`src/rtl/int_alu_pkg.sv`:
```
package int_alu_pkg;
  typedef enum logic [2:0] {
    OP_AND  = 3'b000,
    OP_OR   = 3'b001,
    OP_ADD  = 3'b010,
    OP_SUB  = 3'b110,
    OP_SLT  = 3'b111
  } alu_op_e;

  // bit of the operation code that selects invert-and-carry
  localparam int unsigned SUB_BIT = 2;
endpackage

```
`src/rtl/int_alu_logic.sv`:
```
module int_alu_logic #(
  parameter int unsigned W = 32
) (
  input  logic [W-1:0] a,
  input  logic [W-1:0] b,
  output logic [W-1:0] and_out,
  output logic [W-1:0] or_out
);
  for (genvar i = 0; i < W; i++) begin : g_bit
    assign and_out[i] = a[i] & b[i];
    assign or_out[i]  = a[i] | b[i];
  end
endmodule

```
`src/rtl/int_alu_adder.sv`:
```
module int_alu_adder #(
  parameter int unsigned W = 32
) (
  input  logic [W-1:0] a,
  input  logic [W-1:0] b,
  input  logic         neg_b,
  output logic [W-1:0] sum,
  output logic         ovf_raw,
  output logic         less
);
  localparam int unsigned MSB = W - 1;

  logic [W-1:0] b_eff;
  logic [W:0]   full;

  // neg_b inverts B and supplies the +1 through the carry-in
  assign b_eff = neg_b ? ~b : b;
  assign full  = {1'b0, a} + {1'b0, b_eff} + {{W{1'b0}}, neg_b};
  assign sum   = full[W-1:0];

  // same-sign inputs producing a different-sign sum
  assign ovf_raw = (a[MSB] == b_eff[MSB]) && (sum[MSB] != a[MSB]);
  // sign of the exact difference
  assign less    = sum[MSB] ^ ovf_raw;
endmodule

```
`src/rtl/int_alu_select.sv`:
```
module int_alu_select #(
  parameter int unsigned W = 32
) (
  input  logic [2:0]   op,
  input  logic [W-1:0] and_in,
  input  logic [W-1:0] or_in,
  input  logic [W-1:0] sum_in,
  input  logic         less_in,
  input  logic         ovf_in,
  output logic [W-1:0] res,
  output logic         ovf_out
);
  import int_alu_pkg::*;

  always_comb begin
    res     = '0;
    ovf_out = 1'b0;
    case (op)
      OP_AND: res = and_in;
      OP_OR:  res = or_in;
      OP_ADD: begin
        res     = sum_in;
        ovf_out = ovf_in;
      end
      OP_SUB: begin
        res     = sum_in;
        ovf_out = ovf_in;
      end
      OP_SLT: res = {{(W-1){1'b0}}, less_in};
      default: res = '0;
    endcase
  end
endmodule

```
`src/rtl/int_alu.sv`:
```
module int_alu #(
  parameter int unsigned W = 32
) (
  input  logic [W-1:0] opnd_a,
  input  logic [W-1:0] opnd_b,
  input  logic [2:0]   op_sel,
  output logic [W-1:0] result,
  output logic         zero,
  output logic         ovf
);
  import int_alu_pkg::*;

  logic [W-1:0] and_w, or_w, sum_w;
  logic         ovf_w, less_w;

  int_alu_logic #(.W(W)) u_logic (
    .a(opnd_a), .b(opnd_b), .and_out(and_w), .or_out(or_w)
  );

  int_alu_adder #(.W(W)) u_add (
    .a(opnd_a), .b(opnd_b), .neg_b(op_sel[SUB_BIT]),
    .sum(sum_w), .ovf_raw(ovf_w), .less(less_w)
  );

  int_alu_select #(.W(W)) u_sel (
    .op(op_sel), .and_in(and_w), .or_in(or_w), .sum_in(sum_w),
    .less_in(less_w), .ovf_in(ovf_w), .res(result), .ovf_out(ovf)
  );

  assign zero = ~|result;
endmodule

```
`config.mk`:
```
export PLATFORM = sky130hd
export DESIGN_NAME = int_alu
export DESIGN_NICKNAME = d
export VERILOG_FILES = /design/src/rtl/int_alu_pkg.sv /design/src/rtl/int_alu_logic.sv /design/src/rtl/int_alu_adder.sv /design/src/rtl/int_alu_select.sv /design/src/rtl/int_alu.sv
export SDC_FILE = /design/constraint.sdc
export NUM_CORES = 1
export LEC_CHECK = 0
export ABC_AREA = 1
export BUFFER_PORTS_ARGS = -buffer_cell sky130_fd_sc_hd__buf_2
export CAP_MARGIN = 20
export CORE_MARGIN = 1
export CORE_UTILIZATION = 61
export DETAILED_ROUTE_END_ITERATION = 6
export PLACE_DENSITY = 0.9
export SLEW_MARGIN = 40
export SYNTH_ARGS = -nofsm -noshare
export SYNTH_HDL_FRONTEND = slang
export SYNTH_SLANG_ARGS = --single-unit
```
`constraint.sdc`:
```
create_clock -name vclk -period 6.8
set_input_delay 0.68 -clock vclk [all_inputs]
set_output_delay 0.68 -clock vclk [all_outputs]
set_load 0.02 [all_outputs]
```
==> results by group, run 1 <==
Finish
  – Layout area overhead: 14.7%
  – Final Non-Filler Cells: around 910
  – Layout Nets: between 900 and 1000
  – Share of cells above drive strength 1: 0.221
  – Num sequential: 0
  – ANT cells: 0
  – Clk_buf instances: 0
  – Sequential Area: 0 µm²

Timing
  – Clock period minus final worst setup slack: 4.47 ns
  – RSZ-0062 raised after global routing: false
  – Setup TNS: 0 ns
  – Final slew viol count: 0
  – Final period util: 0.657
  – Worst setup margin: approximately 2.3 ns
  – Final hold viol count: 0
  – Worst relative slew slack: 0.539
  – Final setup fails: 0
  – Least-Margin Pin Slew: 0.690 ns
  – Max Freq: approximately 0.22 GHz

Logic synthesis
  – Mean Syn Cell Area: around 5.2 µm²
  – Top post-synthesis cells by count: 241 x nand2_1, 130 x inv_1, 57 x nor2_1, 54 x nand3_1, 35 x a21oi_1
  – Largest area contributor in the netlist: nand2_1
  – Synth cell types: 40
  – Top-area cell type share of the netlist area: 0.234
  – Most common cell in the synthesized netlist: nand2_1
  – Synthesis warning total: 0
  – Area contributors post-synth: nand2_1 23%, inv_1 13%, ha_1 11%
  – Syn nets: roughly 850
  – Cell count after synthesis: about 750
  – Mapped Area: 3860 µm²
  – Sequential area share after synthesis: 0

Global routing
  – Initial antenna violation count: 0
  – First-pass GRT wire length: between 15000 and 20000 µm
  – Vias in the first global route: around 4500
  – GR Util All Layers: 0.381
  – Largest net degree at the start of global routing: 35
  – Gr ovfl total: 0

Min path
  – Hold Crit Class: in -> out
  – Hold-critical path depth: 4

Drt
  – Number of DRC markers in iteration 0: about 360
  – Vias post-DR: 4995
  – Post-DRT Antenna Nets: 0
  – DR pass1 iterations: 5
  – Wire per inst: ~14 µm
  – DRC: 0
  – Vias per cell: ~5.5
  – Routed wire length: 12700 µm

Floorplan
  – Die area: 6660 µm²
  – Chip Width: approximately 80 µm
  – Die height: between 80 and 90 µm
  – Site row count: 28
  – I/O pin count: just over 100
  – Core outline area: ~6000 µm²
  – Initial core utilization: 0.641

Power and ir drop
  – Power per cell area: 114 nW/µm²
  – Leak: ~2.7 nW
  – Peak VDD IR: approximately 0.077 mV

Clock tree
  – Postcts setup bufs: 0
  – Cts hold-fix bufs: 0
  – Post-cts resize count: 0

Outcome
  – Status: finished, final reports clean

Critical path
  – CP Launch Type: input pin
  – WP data required: around 6 ns
  – CP endpoint kind: output port
  – Setup CP Type: in -> out
  – Crit-path max FO: 34
  – Data arrival, critical path: between 3 and 4 ns

Flow run
  – Max Cap Viol: 0

Place
  – Pre-CTS WS: roughly 2.4 ns
  – Hpwl dp: between 10000 and 15000 µm
  – Port bufs: 101
  – Placed cell count: just over 900
  – Gpl congestion: between 0.9 and 1
==> cell usage in the layout, fill, tap and decap left out, drive strengths merged, types with 2 or more instances in the layout <==
cell,n
nor2,78
buf,103
or2,6
nand4,8
maj3,13
o21bai,2
nor3,4
o21ai,31
ha,34
a21oi,38
xor2,30
nand3,68
nand3b,2
and2,2
nand2,271
inv,138
==> cell type report <==
class                      instances  area, µm²
fill                             575       1600
inverter                         139        522
multi-input combinational        596       3290
tap                               75       93.8
timing repair buffer             103        523
==> stage by stage <==
step	utilization	hold slack, ns	power (W)	cell area, µm²
after floorplan	-	1.56	0.000357	3860
after global placement	0.734	1.77	0.000479	4430
after detailed placement	0.735	1.78	0.000492	4430
after CTS	0.735	1.79	0.000495	4430
after global routing	0.735	1.82	0.000561	4430
final	0.735	1.79	0.000505	4430
==> critical path, stage by stage <==
cell and delay [ns]:
buf_4 0.47, nand2_1 0.13, nand2_2 0.12, inv_1 0.06, fa_1 0.35, inv_1 0.18, nand3_1 0.10, nand3_1 0.21
nand2_1 0.09, nand2_1 0.15, nand3_1 0.13, nand2_1 0.09, nand2_1 0.05, nand3_1 0.08, nand2_1 0.08, nor2_1 0.11
nand2_1 0.08, nor2_1 0.20, nand3_1 0.15, nor2_1 0.10, buf_2 0.17
==> report_power, final <==
group	leakage (nW)	internal (W)	switching (W)	total, W
sequential	0	0	0	0
combinational	2.70	0.000170	0.000335	0.000505
clock	0	0	0	0
total	2.70	0.000170	0.000335	0.000505
==> worst paths after layout <==
| kind | from | to | slack (ns) |
|---|---|---|---|
| setup / recovery | op_sel[2] | zero | 2.33 |
| hold / removal | opnd_a[2] | result[2] | 1.79 |
==> cell families (layout without fill, tap and decap cells) <==
group,Yosys count,in the layout,share of synthesized area
simple gates,439,439,0.522
buf+inv,150,242,0.149
compound gates,78,78,0.110
fa+ha+maj,48,48,0.149
xor+xnor,31,31,0.0703
==> metal layers <==
layer  GRT usage  share of wire  vias up
li1            -              -     2519
met1       0.470           0.43     2201
met2       0.694           0.47      242
met3      0.0344          0.076       33
met4       0.114          0.025        0
met5           0              0        -
Power figures use the tool's default switching activity.
==> run 2: changes to the inputs <==
ABC_AREA = 0   (was 1)
CORE_UTILIZATION = 55   (was 61)
PLACE_DENSITY = 0.85   (was 0.9)
clock period = 4.3 ns   (was 6.8 ns; I/O delays follow)
==> run 2 against run 1 <==
The run now ends with setup timing left. Synthesized cell count down 37%. Combinational power up 93%. Critical path depth down 7. Routed wire length up 0.23%. Sequential share of layout area unchanged. Synthesized area down 17%. First-iteration DRC count up 0.56%. Critical endpoint unchanged. Largest cell class unchanged. Largest power group unchanged.
==> results by group, run 2 <==
Global routing
  – GR Util All Layers: 0.387 (+0.00533)
  – Largest net degree at the start of global routing: 24 (-31%)
  – Vias in the first global route: 4430 (-1.2%)
  – Gr ovfl total: 0 (unchanged)
  – First-pass GRT wire length: 19500 µm (-1.2%)
  – Initial antenna violation count: 0 (unchanged)

Min path
  – Hold Crit Class: in -> out
  – Hold Startpoint: opnd_a[31]

Critical path
  – Critical path, cell by cell: buf_12 > buf_12 > xor2_1 > ha_1 > a21oi_1 > o21ai_0 > or3_1 > a32o_2 > or4b_1 > or4_4 > nor4b_4 > nand4b_1 > nor4_4 > buf_4
  – Crit path buffers/inverters: 3 (-1)
  – CP endpoint kind: output port
  – CP Launch Type: input pin
  – Critical path startpoint: op_sel[2]
  – Cell mode on critical path: buf_12
  – Critical Path Max Stage Delay: 0.54 ns (+0.07 ns)
  – Worst path slowest cell: or4_4
  – Crit-path max FO: 8 (-76%)
  – WP data required: 3.87 ns (-2.25 ns)
  – Kind of cell adding the most delay to the critical path: simple AND/OR/NAND/NOR gates
  – Data arrival, critical path: 4.03 ns (+0.24 ns)
  – Setup CP Type: in -> out

Floorplan
  – Core outline area: 5570 µm² (-7.5%)
  – Die area: 6150 µm² (-7.7%)
  – Initial core utilization: 0.576 (-0.0652)
  – Site row count: 27 (-3.6%)
  – I/O pin count: 101 (unchanged)
  – Chip Width: 78.4 µm (-3.9%)
  – Die height: 78.4 µm (-3.9%)

Drt
  – DRC: 0 (unchanged)
  – Post-DRT Antenna Nets: 0 (unchanged)
  – Number of DRC markers in iteration 0: 359 (+0.56%)
  – Wire per inst: 17.5 µm (+25%)
  – Vias per cell: 6.40 (+17%)
  – DR pass1 iterations: 6 (+1)
  – Vias post-DR: 4680 (-6.3%)
  – Routed wire length: 12800 µm (+0.23%)

Power and ir drop
  – Leak: 2.29 nW (-15%)
  – Peak VDD IR: 0.124 mV (+61%)
  – Power Total: 0.000976 W (+93%)
  – Power per cell area: 206 nW/µm² (+81%)

Flow run
  – Max Cap Viol: 0 (unchanged)

Clock tree
  – Cts hold-fix bufs: 0 (unchanged)

Logic synthesis
  – Simple-Gate Fraction of Synth Area: 0.235 (-0.287)
  – Sequential area share after synthesis: 0 (unchanged)
  – Mean Syn Cell Area: 6.80 µm² (+31%)
  – Cell count after synthesis: 472 (-37%)
  – Top-area cell type share of the netlist area: 0.133 (-0.102)
  – Area contributors post-synth: ha_1 13%, xor2_1 9.5%, a21oi_1 8.1%
  – Most common cell in the synthesized netlist: a21oi_1
  – Syn nets: 574 (-32%)
  – Mapped Area: 3210 µm² (-17%)
  – Mux cell area share after synthesis: 0.0199 (+0.0199)
  – Largest family of logic cells by synthesized area: compound AO/OA/AOI/OAI gates
  – Adder-cell share of the synthesized area: 0.211 (+0.0619)
  – Largest area contributor in the netlist: ha_1
  – Synth Area in XOR/XNOR: 0.131 (+0.0607)
  – Synth cell types: 70 (+75%)
  – Synthesis warning total: 0 (unchanged)
  – Top post-synthesis cells by count: 52 x a21oi_1, 48 x nand2_1, 39 x o21ai_0, 35 x xor2_1, 34 x ha_1
  – Synth Area in Compound Gates: 0.340 (+0.230)

Finish
  – Most frequent cells in the layout: 115 x buf_4, 99 x buf_2, 48 x nand2_1, 47 x a21oi_1, 35 x o21ai_0
  – Share of cells above drive strength 1: 0.396 (+0.175)
  – Layout area overhead: 47.7%
  – Layout Nets: 763 (-19%)
  – Sequential Area: 0 µm² (unchanged)
  – ANT cells: 0 (unchanged)
  – Commonest non-fill, non-tap cell in the layout: buf_4
  – Filler cells: 334 (-42%)
  – Num sequential: 0 (unchanged)
  – Area of the multi-input gates: 3190 µm² (-3.0%)
  – Clk_buf instances: 0 (unchanged)

Timing
  – WHS: 1.28 ns (-0.510 ns)
  – Least-Margin Pin Slew: 0.636 ns (-0.0540 ns)
  – Final slew viol count: 0 (unchanged)
  – Final period util: 1.04
  – Worst relative slew slack: 0.570 (+0.0310)
  – Clock period minus final worst setup slack: roughly 4.5 ns
  – Final hold viol count: 0 (unchanged)
  – RSZ-0062 raised after global routing: true
  – Final setup fails: 1 (+1)
  – Worst setup margin: -0.157 ns (-2.49 ns)
  – Max Freq: ~0.22 GHz

Place
  – Pre-CTS WS: -0.374 ns (-2.81 ns)
  – Gpl congestion: 1.05 (+10%)
  – Hpwl dp: 9970 µm (-5.5%)
  – Port bufs: 101 (unchanged)

Outcome
  – Status: complete, but fails checks
  – Failing checks: setup timing
==> run 2: cell count changes after synthesis, sizes merged, moves of 13 or more <==
cell	delta
a21o	+13
nand2	-223
nor2	-50
inv	-127
nand3	-59
clkbuf	+17
a21oi	+15
==> run 2: repair_timing <==
action,in CTS,in global routing
buffers inserted,2,2
resized for setup,10,18
setup endpoints to repair,2,3
pin swaps,10,8
==> run 2: layout make-up <==
cell class,instances,area share
multi-input cells,431,0.673
inverters,11,0.00871
well taps,72,0.0190
repair buffers,217,0.299
==> run 2: report_power, final <==
part | total [W] | internal (W) | switching, W
sequential | 0 | 0 | 0
combinational | 0.000976 | 0.000446 | 0.000529
clock | 0 | 0 | 0
total | 0.000976 | 0.000446 | 0.000529
==> run 2: layer usage <==
layer / vias up / part of all wire / GRT usage
met5: - / 0 / 0
met4: 0 / 0.040 / 0.163
met3: 64 / 0.093 / 0.0512
met2: 346 / 0.49 / 0.717
met1: 2112 / 0.38 / 0.439
li1: 2158 / - / -
==> run 2: path summary, 6_finish.rpt <==
| path | depth (start not counted) | slack, ns | end |
|---|---|---|---|
| worst min-delay path | 4 | 1.28 | ovf |
| worst max-delay path | 14 | -0.16 | zero |
==> run 2: kinds of logic (layout without fill, tap and decap cells) <==
family / count (synthesis) / in the layout
AO/OA/AOI/OAI: 172 / 172
XOR/XNOR: 48 / 48
adder cells (fa/ha/maj): 58 / 58
buffers and inverters: 41 / 228
multiplexers: 6 / 6
AND/OR/NAND/NOR: 147 / 147
==> run 2: per-stage QoR <==
stage / util / area (µm²) / setup TNS [ns] / instances
3_3_place_gp: 0.819 / 4570 / -0.420 / 727
6_report: 0.851 / 4740 / -0.157 / 731
3_5_place_dp: 0.819 / 4570 / -0.587 / 727
5_1_grt: 0.851 / 4740 / -0.251 / 731
2_1_floorplan: - / 3310 / -0.136 / 472
4_1_cts: 0.829 / 4620 / -0.159 / 729
